File: config.mk
export PLATFORM = sky130hd
export DESIGN_NAME = span_interp
export DESIGN_NICKNAME = d
export VERILOG_FILES = /design/src/rtl/span_pkg.sv /design/src/rtl/span_ctrl.sv /design/src/rtl/span_z_unit.sv /design/src/rtl/span_color_chan.sv /design/src/rtl/span_interp.sv
export SDC_FILE = /design/constraint.sdc
export NUM_CORES = 1
export LEC_CHECK = 0
export ABC_AREA = 1
export CAP_MARGIN = 5
export CORE_MARGIN = 5
export CORE_UTILIZATION = 53
export CTS_BUF_LIST = sky130_fd_sc_hd__clkbuf_16
export DETAILED_ROUTE_END_ITERATION = 16
export GPL_TIMING_DRIVEN = 0
export PLACE_DENSITY_LB_ADDON = 0.1
export RECOVER_POWER = 25
export REMOVE_ABC_BUFFERS = 1
export SLEW_MARGIN = 20
export SYNTH_ARGS = -nofsm -noshare
export SYNTH_HDL_FRONTEND = slang
export SYNTH_SLANG_ARGS = --single-unit
File: constraint.sdc
create_clock -name clk -period 2.31 [get_ports clk]
set_input_delay 0.231 -clock clk [delete_from_list [all_inputs] [get_ports clk]]
set_output_delay 0.231 -clock clk [all_outputs]
set_load 0.005 [all_outputs]
File: src/rtl/span_pkg.sv
package span_pkg;

    localparam int MASK_W  = 16;
    localparam int MASK_IW = $clog2(MASK_W);

    localparam int CMP_EQ = 0;
    localparam int CMP_GT = 1;
    localparam int CMP_LT = 2;

    typedef enum logic [1:0] {
        ST_IDLE  = 2'd0,
        ST_WALK  = 2'd1,
        ST_FLUSH = 2'd2
    } span_state_e;

    typedef struct packed {
        logic [MASK_W-1:0] door;
        logic              z_hold;
        logic              c_hold;
        logic              a_hold;
        logic              pseudo;
        logic [2:0]        cmp;
    } span_cfg_t;

endpackage

File: src/rtl/span_ctrl.sv
module span_ctrl
    import span_pkg::*;
#(
    parameter int CNT_W = 13
) (
    input  logic             clk,
    input  logic             rst_n,
    input  logic             start,
    input  logic [CNT_W-1:0] count,
    output logic             accept,
    output logic             advance,
    output logic             busy
);

    localparam int REM_W = CNT_W - 1;

    span_state_e      state_q, state_d;
    logic [REM_W-1:0] remain_q;

    // a start is taken only when idle and the signed count is positive
    always_comb begin
        accept = (state_q == ST_IDLE) && start
                 && !count[CNT_W-1] && (count != '0);
    end

    always_comb begin
        state_d = state_q;
        unique case (state_q)
            ST_IDLE:  if (accept) state_d = ST_WALK;
            ST_WALK:  if (remain_q == REM_W'(1)) state_d = ST_FLUSH;
            ST_FLUSH: state_d = ST_IDLE;
            default:  state_d = ST_IDLE;
        endcase
    end

    always_ff @(posedge clk) begin
        if (!rst_n) begin
            state_q  <= ST_IDLE;
            remain_q <= '0;
        end else begin
            state_q <= state_d;
            if (accept)
                remain_q <= count[REM_W-1:0];
            else if (state_q == ST_WALK)
                remain_q <= remain_q - 1'b1;
        end
    end

    always_comb begin
        advance = (state_q == ST_WALK);
        busy    = (state_q != ST_IDLE);
    end

endmodule

File: src/rtl/span_z_unit.sv
module span_z_unit
    import span_pkg::*;
#(
    parameter int WORD = 32,
    parameter int ZI   = 24,
    parameter int ZF   = 12,
    parameter int NI   = 16
) (
    input  logic            clk,
    input  logic            rst_n,
    input  logic            load,
    input  logic            advance,
    input  logic            wide_in,
    input  logic            hold,
    input  logic [2:0]      cmp,
    input  logic [WORD-1:0] z_main,
    input  logic [WORD-1:0] z_ext,
    input  logic [WORD-1:0] dz_main,
    input  logic [WORD-1:0] dz_ext,
    input  logic [ZI-1:0]   old_z,
    output logic [ZI-1:0]   z_int,
    output logic            pass
);

    localparam int ZW   = ZI + ZF;
    localparam int XF   = ZW - WORD;
    localparam int NW   = NI + ZF;
    localparam int NPAD = ZW - NW;

    logic [ZW-1:0] z_q, dz_q, z_sum, z_next;
    logic          wide_q;

    logic unused_bits;
    assign unused_bits = ^{z_ext[WORD-XF-1:0], dz_ext[WORD-XF-1:0]};

    function automatic logic [ZW-1:0] unpack_z(input logic wide,
                                               input logic [WORD-1:0] m,
                                               input logic [WORD-1:0] e);
        if (wide)
            return {m, e[WORD-1 -: XF]};
        else
            return {{NPAD{1'b0}}, m[WORD-1 -: NW]};
    endfunction

    always_comb begin
        z_sum  = z_q + dz_q;
        z_next = wide_q ? z_sum : {{NPAD{1'b0}}, z_sum[NW-1:0]};
    end

    always_ff @(posedge clk) begin
        if (!rst_n) begin
            z_q    <= '0;
            dz_q   <= '0;
            wide_q <= 1'b0;
        end else if (load) begin
            z_q    <= unpack_z(wide_in, z_main, z_ext);
            dz_q   <= unpack_z(wide_in, dz_main, dz_ext);
            wide_q <= wide_in;
        end else if (advance && !hold) begin
            z_q <= z_next;
        end
    end

    always_comb begin
        z_int = z_q[ZW-1:ZF];
        pass  = (cmp[CMP_LT] && (z_int <  old_z))
              | (cmp[CMP_GT] && (z_int >  old_z))
              | (cmp[CMP_EQ] && (z_int == old_z));
    end

endmodule

File: src/rtl/span_color_chan.sv
module span_color_chan #(
    parameter int CI = 8,
    parameter int CF = 12
) (
    input  logic             clk,
    input  logic             rst_n,
    input  logic             load,
    input  logic             advance,
    input  logic             hold,
    input  logic             blank,
    input  logic [CI+CF-1:0] start_v,
    input  logic [CI+CF-1:0] slope_v,
    output logic [CI-1:0]    level
);

    localparam int CW = CI + CF;
    localparam int EW = CW + 2;

    logic [CW-1:0] c_q, s_q, c_next;
    logic [EW-1:0] ext_sum;

    always_comb begin
        ext_sum = {2'b00, c_q} + {{2{s_q[CW-1]}}, s_q};
        if (ext_sum[EW-1])
            c_next = '0;
        else if (ext_sum[EW-2])
            c_next = '1;
        else
            c_next = ext_sum[CW-1:0];
    end

    always_ff @(posedge clk) begin
        if (!rst_n) begin
            c_q <= '0;
            s_q <= '0;
        end else if (load) begin
            c_q <= start_v;
            s_q <= slope_v;
        end else if (advance && !hold) begin
            c_q <= c_next;
        end
    end

    assign level = blank ? '0 : c_q[CW-1:CF];

endmodule

File: src/rtl/span_interp.sv
module span_interp
    import span_pkg::*;
#(
    parameter int AW    = 24,
    parameter int CNT_W = 13,
    parameter int WORD  = 32,
    parameter int ZI    = 24,
    parameter int ZF    = 12,
    parameter int NI    = 16,
    parameter int CI    = 8,
    parameter int CF    = 12
) (
    input  logic              clk,
    input  logic              rst_n,
    input  logic              start,
    input  logic [CNT_W-1:0]  span_count,
    input  logic [AW-1:0]     gfx_addr,
    input  logic [MASK_W-1:0] cfg_mask,
    input  logic              cfg_z_hold,
    input  logic              cfg_c_hold,
    input  logic              cfg_addr_hold,
    input  logic              cfg_pseudo,
    input  logic              cfg_z_wide,
    input  logic [2:0]        cfg_cmp,
    input  logic [WORD-1:0]   z_main,
    input  logic [WORD-1:0]   z_ext,
    input  logic [WORD-1:0]   dz_main,
    input  logic [WORD-1:0]   dz_ext,
    input  logic [CI+CF-1:0]  red_init,
    input  logic [CI+CF-1:0]  green_init,
    input  logic [CI+CF-1:0]  blue_init,
    input  logic [CI+CF-1:0]  red_step,
    input  logic [CI+CF-1:0]  green_step,
    input  logic [CI+CF-1:0]  blue_step,
    output logic [AW-1:0]     rd_addr,
    input  logic [ZI-1:0]     old_z,
    output logic              busy,
    output logic              pix_valid,
    output logic [AW-1:0]     pix_addr,
    output logic [CI-1:0]     pix_red,
    output logic [CI-1:0]     pix_green,
    output logic [CI-1:0]     pix_blue,
    output logic [ZI-1:0]     pix_z,
    output logic              pix_z_we,
    output logic              pix_c_we
);

    localparam int CW  = CI + CF;
    localparam int NCH = 3;

    logic                        accept, advance;
    span_cfg_t                   cfg_q;
    logic [AW-1:0]               addr_q;
    logic [MASK_IW-1:0]          idx_q;
    logic [ZI-1:0]               z_int;
    logic                        z_pass;
    logic [NCH-1:0][CW-1:0]      c_start, c_slope;
    logic [NCH-1:0][CI-1:0]      c_level;

    assign c_start = {blue_init, green_init, red_init};
    assign c_slope = {blue_step, green_step, red_step};

    span_ctrl #(.CNT_W(CNT_W)) u_ctrl (
        .clk     (clk),
        .rst_n   (rst_n),
        .start   (start),
        .count   (span_count),
        .accept  (accept),
        .advance (advance),
        .busy    (busy)
    );

    span_z_unit #(.WORD(WORD), .ZI(ZI), .ZF(ZF), .NI(NI)) u_z (
        .clk     (clk),
        .rst_n   (rst_n),
        .load    (accept),
        .advance (advance),
        .wide_in (cfg_z_wide),
        .hold    (cfg_q.z_hold),
        .cmp     (cfg_q.cmp),
        .z_main  (z_main),
        .z_ext   (z_ext),
        .dz_main (dz_main),
        .dz_ext  (dz_ext),
        .old_z   (old_z),
        .z_int   (z_int),
        .pass    (z_pass)
    );

    // channel 0 = red, 1 = green, 2 = blue; only the last survives pseudo mode
    for (genvar ch = 0; ch < NCH; ch++) begin : g_chan
        localparam bit MAY_BLANK = (ch != NCH - 1);
        span_color_chan #(.CI(CI), .CF(CF)) u_chan (
            .clk     (clk),
            .rst_n   (rst_n),
            .load    (accept),
            .advance (advance),
            .hold    (cfg_q.c_hold),
            .blank   (MAY_BLANK && cfg_q.pseudo),
            .start_v (c_start[ch]),
            .slope_v (c_slope[ch]),
            .level   (c_level[ch])
        );
    end

    // span context captured on acceptance
    always_ff @(posedge clk) begin
        if (!rst_n) begin
            cfg_q  <= '0;
            addr_q <= '0;
            idx_q  <= '0;
        end else if (accept) begin
            cfg_q.door   <= cfg_mask;
            cfg_q.z_hold <= cfg_z_hold;
            cfg_q.c_hold <= cfg_c_hold;
            cfg_q.a_hold <= cfg_addr_hold;
            cfg_q.pseudo <= cfg_pseudo;
            cfg_q.cmp    <= cfg_cmp;
            addr_q       <= gfx_addr;
            idx_q        <= '0;
        end else if (advance) begin
            if (!cfg_q.a_hold)
                addr_q <= addr_q + 1'b1;
            idx_q <= idx_q + 1'b1;
        end
    end

    assign rd_addr = addr_q;

    // pixel output register
    always_ff @(posedge clk) begin
        if (!rst_n) begin
            pix_valid <= 1'b0;
            pix_addr  <= '0;
            pix_red   <= '0;
            pix_green <= '0;
            pix_blue  <= '0;
            pix_z     <= '0;
            pix_z_we  <= 1'b0;
            pix_c_we  <= 1'b0;
        end else begin
            pix_valid <= advance;
            if (advance) begin
                pix_addr  <= addr_q;
                pix_red   <= c_level[0];
                pix_green <= c_level[1];
                pix_blue  <= c_level[2];
                pix_z     <= z_int;
                pix_c_we  <= cfg_q.door[idx_q];
                pix_z_we  <= cfg_q.door[idx_q] & z_pass;
            end else begin
                pix_c_we <= 1'b0;
                pix_z_we <= 1'b0;
            end
        end
    end

endmodule

* Yosys cells after proc, flatten, opt, wreduce, memory -nomap -nowiden
Index checks and enable logic that the tools add are counted.
** Word-level totals
- Flip-flop bits (word level) :: 333
- Output and inout bits :: 100
** Operators by class
- Bitwise operators :: 4
- Magnitude comparators :: 3
- Muxes and demuxes :: 29
- Add/sub/neg operators :: 7
- Eq/ne operators :: 6
- Reductions and logical operators :: 21
** Operators by type and width (count)
- two-way mux 20 bit :: 12
- two-way mux 36 bit :: 5
- two-way mux 24 bit :: 3
- adder 21 x 20 -> 22 bit :: 3
- adder 36 bit :: 1
- adder 24 x 1 -> 24 bit, second input constant :: 1
- == test 24 bit :: 1
- > comparator 24 bit :: 1
- < comparator 24 bit :: 1
- two-way mux 12 bit :: 2
- two-way mux 8 bit :: 2
- nonzero test 13 bit :: 1
- == test 12 x 1 -> 1 bit, second input constant :: 1
- subtractor 12 x 1 -> 12 bit, second input constant :: 1
- logical AND 1 bit :: 8
- nonzero test 2 bit :: 4
- AND reduction 2 bit :: 3
- < comparator 4 x 5 -> 1 bit, second input constant :: 1
- adder 4 x 1 -> 4 bit, second input constant :: 1
- binary-select mux 1 bit (select 4 bit) :: 1
- two-way mux 2 bit :: 2
- != test 2 bit, second input constant :: 2
- one-hot mux 2 bit (2 select lines) :: 1
- zero test 1 bit :: 3
- other kinds (8) :: 9

* Depth between registers and ports, before layout
Gate-level depths: netlist (run 1).
- Depth after elaboration :: 6
- Gate-level depth with buffers :: 15
- Depth with buffers taken out :: 15

* Cells and area by module
From an unflattened synthesis (run 1), not the netlist that was laid out.
** Second synthesis, totals
- Cells, all modules :: 3716
- Area total of the unflattened synthesis :: 22664.2 um^2
** Modules (own cells, without submodules)
- span_color_chan :: area each 3201.8 um^2, cells each 562, instances 3
- span_z_unit :: area each 6754.0 um^2, cells each 1138, instances 1
- span_interp :: area each 5228.8 um^2, cells each 724, instances 1
- span_ctrl :: area each 1076.0 um^2, cells each 168, instances 1

* Least setup slack after synthesis (run 1)
OpenSTA, ideal clock, no wires.
- Kind :: register to register
- Start :: reg g_chan[1].u_chan.s_q[0]
- End :: reg g_chan[1].u_chan.c_q[14]
- Required time :: 2.191 ns
- Slack :: 0.404 ns
- Period minus slack after synthesis :: 1.906 ns
- Arrival :: 1.787 ns
- Cell stages (with the launch flop) :: 12
- Buffers on the path :: 1
- Cell sequence :: dfxtp_1 > ha_1 > fa_1 > nand3_1 > nand3_1 > nand3_1 > nand4_1 > nand2_1 > buf_2 > nand2_1 > nand2_1 > a21oi_1
** On the way
- Longest elaborated chain between the ends :: 5
** Ends and longest elaborated chain
- start, declared :: line span_color_chan.sv:19 : logic [CW-1:0] c_q, s_q, c_next;
- start signal, assigned :: line span_color_chan.sv:38 : s_q <= slope_v;
- adder 21 x 20 -> 22 bit (*) :: line span_color_chan.sv:23 : ext_sum = {2'b00, c_q} + {{2{s_q[CW-1]}}, s_q};
- two-way mux 20 bit :: line span_color_chan.sv:26 : else if (ext_sum[EW-2])
- two-way mux 20 bit (*) :: line span_color_chan.sv:24 : if (ext_sum[EW-1])
- two-way mux 20 bit (*) :: line span_color_chan.sv:39 : end else if (advance && !hold) begin
- two-way mux 20 bit (*) :: line span_color_chan.sv:36 : end else if (load) begin
- end signal, assigned :: line span_color_chan.sv:37 : c_q <= start_v;
- end signal, assigned :: line span_color_chan.sv:40 : c_q <= c_next;
- end, declared :: line span_color_chan.sv:19
Mark *: on every way between the ends. The rest lies on a longest branch, timed or not. The select of a mux whose other input is x is not followed.
A chain may end at the register's enable or synchronous reset.

* Worst setup path after layout (run 1)
- Start :: reg g_chan[1].u_chan.s_q[8]
- End :: reg g_chan[1].u_chan.c_q[13]
Same word-level chain as after synthesis.

==> results.cfg, run 1 <==
[outcome]
status = finished, final reports clean

[sta]
finalCritPeriodShare = 0.9617
setup_viol = 0
clock-skew-final_ps = 17.47
tightest_slew_ps = 937.7
fin_crit_ps = 2221
slew_violations = 0
maxSlewHeadroom = 0.3740
clock.fmax_mhz = 450.2
rsz0062_at_grt = true
tns_ps = 0
worst_slack_ps = 88.57
final-hold-violation-count = 0

[cts]
htree_levels = 2
cts_sinks = 333
cts_buffer_depth = 3
worstSkewPairLatency_ps = 570
cts_buffers = 38
clock_tree.root_cell = clkbuf_16
cts_tree = yes
cts.clk_slew.worst_paths_ps = 60

[drt]
wire_per_inst_um = 17.81
vias = 24475
wl_um = 78530
drcViolationCount = 0
detail_route.vias_per_cell = 5.552
first_iter_violations = 2170
antenna_left = 0
drtPass1Iterations = 8

[yosys]
muxShareOfSynthArea = 0.0009128
yosysWarningCount = 0
synth_edf_count = 0
syn_area_um2 = 21930
synth_cells = 3518
synth_seq_area_share = 0.3040
synth-simple-area-share = 0.3264
synth_top_family_by_area = simple AND/OR/NAND/NOR gates
ys_dominant_reg_cell = dfxtp_1
synth_xor_area_frac = 0.02476
synth_fa_ha_area_frac = 0.07553
synth_compound_area_frac = 0.1643
synthDistinctLibCells = 46
synth-seq-cells = 333
avgSynthCellArea_um2 = 6.234
async_flop_share = 0

[power_and_ir_drop]
power.leakage_nw = 13.38
ir_drop_v = 0.0005441
cellPowerDensity_nw_per_um2 = 628.0

[final_layout]
area_growth_pct = 27.43
fin_util = 0.6830
fill_cells = 3678
multi_input_area_um2 = 13290
layout_commonest_cell = nand2_1
final_area_um2 = 27950
layout_common_cells = 1069 x nand2_1, 409 x nor2_1, 392 x inv_1
regArea_um2 = 6668
drive_above_1_share = 0.04933
nets = 4310

[critical_path]
path_cells = ha_1 > nand2_1 > nor2_1 > nand2_1 > nor2_1 > nand2_1 > nand3_1 > nand2_1 > inv_1 > nor2_4 > buf_12 > nand2_1 > a21oi_1
critPathMaxStageDelay_ps = 350
slowest_stage = ha_1
worst-setup-path-type = reg2reg
required_ps = 2750
endpoint_kind = flop
crit_top_cell = nand2_1
crit_arrival_ps = 2660
crit_fanout = 10
start_kind = flop

[place]
placed_cell_area_um2 = 26010
post-place-ws_ps = -1172
place_hpwl_um = 53410
gp_congestion = 0.9188
port_buffers = 379

[global_routing]
use_met2 = 0.5296
grt_max_degree = 142
grt-ovfl-total = 0
grt.busiest_layer = met2
grt_pass1_wl_um = 120300
grt_pass1_vias = 23167
use_met1 = 0.4208
grtUsageMet3 = 0.07081
antenna_found_initial = 10
grt_use_total = 0.3237

[die]
die_x_um = 213.4
pin_count = 436
start_util = 0.5359
coreArea_um2 = 40920
dieArea_um2 = 45550
die_y_um = 213.4
num_rows = 74

[flow_run]
maxCapViolations = 0

[worst_hold_path]
min_path_type = in2reg
## critical path: cells and delay by family, from the launching register on
family,cells,cell delay [ps]
buf+inv,2,340
simple gates,9,1030
flops,1,320
compound gates,1,60
fa+ha+maj,1,350
## synth_stat cells (2+ instances only)
cell type	n	area, um^2
a21o_1	4	30.03
a21oi_1	255	1276
a31oi_1	52	325.3
and2_1	5	31.28
buf_2	41	205.2
buf_4	4	30.03
buf_6	21	236.5
clkbuf_1	85	319.1
clkinv_1	2	7.510
dfxtp_1	333	6666
fa_1	4	80.08
ha_1	126	1577
inv_1	386	1449
inv_2	8	30.03
mux2i_1	2	20.02
nand2_1	1076	4039
nand2_2	4	25.02
nand3_1	144	720.7
nand3b_1	24	180.2
nand4_1	23	143.9
nor2_1	409	1535
nor2_2	2	12.51
nor2_4	7	78.83
nor3_1	26	130.1
nor4_1	8	50.05
o211ai_1	17	127.6
o21a_1	4	30.03
o21ai_0	330	1652
o21ai_1	4	20.02
o21ai_2	3	26.28
o21bai_1	9	67.56
o31ai_1	3	22.52
or2_1	6	37.54
or2_2	19	118.9
xnor2_1	29	254.0
xor2_1	33	289.0
## cells by family (layout without fill, tap and decap cells)
kind of cell | after synthesis | after routing
multiplexers | 2 | 2
AND/OR/NAND/NOR | 1759 | 1768
flip-flops | 333 | 333
adder cells (fa/ha/maj) | 130 | 130
buffers and inverters | 548 | 891
XOR/XNOR | 62 | 62
other | 0 | 4
AO/OA/AOI/OAI | 684 | 686
## routing by layer
layer / up-vias / routed length (um)
met5: - / 67
met2: 996 / 35810
met3: 178 / 6755
li1: 11965 / -
met1: 11328 / 32790
met4: 8 / 3096
## cell type report
type,instances,area share
clock buffers,38,0.03402
inverters,397,0.05430
multi-input cells,2648,0.4756
clock inverters,30,0.009849
repair inverters,2,0.0006267
flip-flops and latches,333,0.2386
diodes,4,0.0003581
repair buffers,424,0.1629
well taps,532,0.02382
## flip-flops by register name (all words and copies together) (netlist names), 12 cells and up
name               count
cfg_q                 23
g_chan.u_chan.c_q     60
g_chan.u_chan.s_q     60
pix_addr              24
pix_z                 24
rd_addr               24
u_ctrl.remain_q       12
u_z.dz_q              36
u_z.z_q               36
## worst paths after layout
check                           from                  endpoint  slack (ps)  depth (start not counted)
min reg2reg                cfg_q[14]                 cfg_q[14]         460                          2
max reg2reg  g_chan[1].u_chan.s_q[8]  g_chan[1].u_chan.c_q[13]          90                         13
max          g_chan[1].u_chan.s_q[8]  g_chan[1].u_chan.c_q[13]          90                         13
min                            rst_n   g_chan[2].u_chan.s_q[2]         180                          3
## through the flow
step | hold WS, ps | total power [mW] | instances
floorplan | 328.6 | 9.338 | 3367
global placement | 446.3 | 11.05 | 4278
detailed placement | 450.7 | 11.19 | 4291
CTS | 173.2 | 17.44 | 4382
global route | 219.4 | 18.47 | 4408
finish | 179.9 | 17.55 | 4408
## timing repair
item                                    in CTS  in global routing
pin swaps                                    9                 11
gates resized for setup                     18                 29
endpoints found under the setup margin     232                 71
buffers inserted                            11                 16
hold buffers                                 0                  0
gates cloned                                12                  6
## where the power goes
part | switching [mW] | internal [mW] | total (mW) | leakage [nW]
sequential | 0.413 | 6.25 | 6.67 | 2.74
combinational | 2.73 | 2.05 | 4.78 | 10.0
clock | 2.55 | 3.56 | 6.11 | 0.632
No activity file was read; power rests on OpenSTA's default activity.
==> inputs of run 2 (changes only) <==
--- a/config.mk
+++ b/config.mk
@@ -8,7 +8,7 @@
 export ABC_AREA = 1
 export CAP_MARGIN = 5
 export CORE_MARGIN = 5
-export CORE_UTILIZATION = 53
+export CORE_UTILIZATION = 54
 export CTS_BUF_LIST = sky130_fd_sc_hd__clkbuf_16
 export DETAILED_ROUTE_END_ITERATION = 16
 export GPL_TIMING_DRIVEN = 0
@@ -18,4 +18,5 @@
 export SLEW_MARGIN = 20
 export SYNTH_ARGS = -nofsm -noshare
 export SYNTH_HDL_FRONTEND = slang
+export SYNTH_HIERARCHICAL = 1
 export SYNTH_SLANG_ARGS = --single-unit
==> constraint.sdc (replaced) <==
create_clock -name clk -period 2.31 [get_ports clk]
set_input_delay 0.3465 -clock clk [delete_from_list [all_inputs] [get_ports clk]]
set_output_delay 0.3465 -clock clk [all_outputs]
set_load 0.005 [all_outputs]
==> results.cfg, run 2 <==
[outcome]
status = finished, final reports clean

[global_routing]
use_met1 = 0.4199
grt_max_degree = 131
use_met2 = 0.5098
grt-ovfl-total = 0
grtUsageMet3 = 0.08148
grt.busiest_layer = met2
grt_pass1_vias = 22968
grt_pass1_wl_um = 120700
grt_use_total = 0.3165
antenna_found_initial = 11

[drt]
first_iter_violations = 1906
antenna_left = 0
wire_per_inst_um = 17.20
detail_route.vias_per_cell = 5.346
drtPass1Iterations = 6
vias = 24599
drcViolationCount = 0
wl_um = 79130

[yosys]
synth_area_leaders = dfxtp_1 29%, nand2_1 18%, inv_1 8.3%
synth_seq_area_share = 0.2941
synth_compound_area_frac = 0.1472
synth_cells = 3716
async_flop_share = 0
synth_fa_ha_area_frac = 0.07309
synthDistinctLibCells = 54
yosysWarningCount = 6
muxShareOfSynthArea = 0
synth_top_area_frac = 0.2941
synth_edf_count = 0
synth_top_area_cell = dfxtp_1
synth-seq-cells = 333
syn_area_um2 = 22660
avgSynthCellArea_um2 = 6.099
synth_top_family_by_area = simple AND/OR/NAND/NOR gates
netlist_top_cells_count = 1062 x nand2_1, 502 x inv_1, 487 x nor2_1
synthMostInstantiatedCell = nand2_1
synth-simple-area-share = 0.3519
synth_xor_area_frac = 0.01314
ys_dominant_reg_cell = dfxtp_1

[cts]
cts_hold_buf = 0
htree_levels = 2
cts.clk_slew.worst_paths_ps = 60
cts_sinks = 333
cts_buffers = 39
cts_tree = yes
worstSkewPairLatency_ps = 580
clock_tree.root_cell = clkbuf_16
cts_buffer_depth = 3

[worst_hold_path]
min_path_type = in2reg
holdPathStages = 3

[place]
place_hpwl_um = 52220
port_buffers = 379
dp.cells = 4478
gp_congestion = 0.9458

[critical_path]
required_ps = 2810
worst-setup-path-type = in2reg
endpoint_kind = flop
crit_arrival_ps = 2750
slowest_stage = clkdlybuf4s50_1
r2r_cells = 11
crit_top_cell = buf_16
path_cells = clkdlybuf4s50_1 > or2_2 > nor2_2 > nand2_2 > nand2_4 > inv_12 > buf_16 > buf_16 > inv_8 > nand2_1 > inv_2 > nand3_1 > a21oi_1
crit_fanout = 46
start_kind = input pin
critPathMaxStageDelay_ps = 430

[sta]
maxSlewHeadroom = 0.2526
final-hold-violation-count = 0
rsz0062_at_grt = true
fin_crit_ps = 2254
clock.fmax_mhz = 443.6
clock-skew-final_ps = 15.44
slew_violations = 0
setup_viol = 0
tightest_slew_ps = 1121
timing.hold.ws_ps = 333.7
finalCritPeriodShare = 0.9758

[power_and_ir_drop]
ir_drop_v = 0.0004583
power_mw = 17.37
power.leakage_nw = 13.87
cellPowerDensity_nw_per_um2 = 605.7

[final_layout]
stdcell_count = 4601
fin_util = 0.6867
nets = 4496
drive_above_1_share = 0.06084
area_growth_pct = 26.52
layout_common_cells = 1041 x nand2_1, 503 x inv_1, 482 x nor2_1
layout_commonest_cell = nand2_1
top_regs = g_chan.u_chan/c_q (60), g_chan.u_chan/s_q (60)

[die]
coreArea_um2 = 41760
die_y_um = 214.9
die_x_um = 214.9
start_util = 0.5427
dieArea_um2 = 46170
pin_count = 436
num_rows = 75

[flow_run]
maxCapViolations = 0
run 2: cell types whose count changed after synthesis, sizes merged, moves of 7 or more:
| cell | change |
|---|---|
| nand3 | +116 |
| inv | +114 |
| nor2 | +87 |
| a31oi | -36 |
| or2 | -7 |
| o211ai | +19 |
| nand2 | -10 |
| xor2 | -23 |
| buf | +9 |
| o21ai | -54 |
run 2: area by class of cell:
type | count | area [um^2]
timing repair buffer | 420 | 4420
fill | 3836 | 13090
multi-input combinational | 2716 | 13570
tap | 539 | 674.4
clock buffer | 39 | 975.9
sequential | 333 | 6666
timing repair inverter | 4 | 35.03
clock inverter | 32 | 260.3
inverter | 516 | 2067
antenna | 2 | 5.005
run 2: where the power goes:
group / internal [mW] / total [mW] / switching [mW]
Sequential: 6.26 / 6.67 / 0.408
Combinational: 1.98 / 4.63 / 2.65
Clock: 3.44 / 6.07 / 2.63
Total: 11.7 / 17.4 / 5.69
run 2: kinds of logic after synthesis:
logic type | Yosys count
and+or+nand+nor | 1927
buffers and inverters | 677
AOI/OAI and AO/OA | 614
DFF | 333
adders and majority gates | 130
xor gates and xnor gates | 34
other | 1
run 2: what timing repair did:
| action | 4_1_cts | 5_1_grt |
|---|---|---|
| setup buffers | 11 | 16 |
| gates resized for setup | 52 | 50 |
| hold endpoints to repair | 0 | 0 |
| endpoints found under the setup margin | 283 | 117 |
| pin swaps | 6 | 20 |
| gates cloned | 11 | 12 |
run 2: per-layer routing:
metal | up-vias | share of wire | wire (um)
met1 | 11099 | 0.43 | 33930
met3 | 164 | 0.089 | 7040
met4 | 20 | 0.030 | 2359
li1 | 12417 | - | -
met5 | - | 0.0015 | 122
met2 | 899 | 0.45 | 35680
run 2: worst max-delay path: cells and delay by family:
kind / cells / cell delay (ps)
compound gates: 1 / 140
buf+inv: 6 / 1240
simple gates: 6 / 950
run 2: stage by stage:
step	setup TNS, ps	setup WS (ps)	instance area [um^2]
2_1_floorplan	-622450	-2776	21870
3_3_place_gp	-1958130	-8512	26340
3_5_place_dp	-356230	-2278	26500
4_1_cts	0	1.761	28300
5_1_grt	-443.2	-56.99	28670
6_report	0	55.85	28670
run 2: worst paths after layout:
| check | from | to | slack, ps |
|---|---|---|---|
| worst min-delay path | rst_n | g_chan[2].u_chan/s_q[0] | 330 |
| worst max-delay path | span_count[3] | u_z/z_q[32] | 60 |
| worst min register to register | cfg_q[21] | cfg_q[21] | 450 |
| worst max register to register | g_chan[1].u_chan/c_q[0] | g_chan[1].u_chan/c_q[1] | 90 |
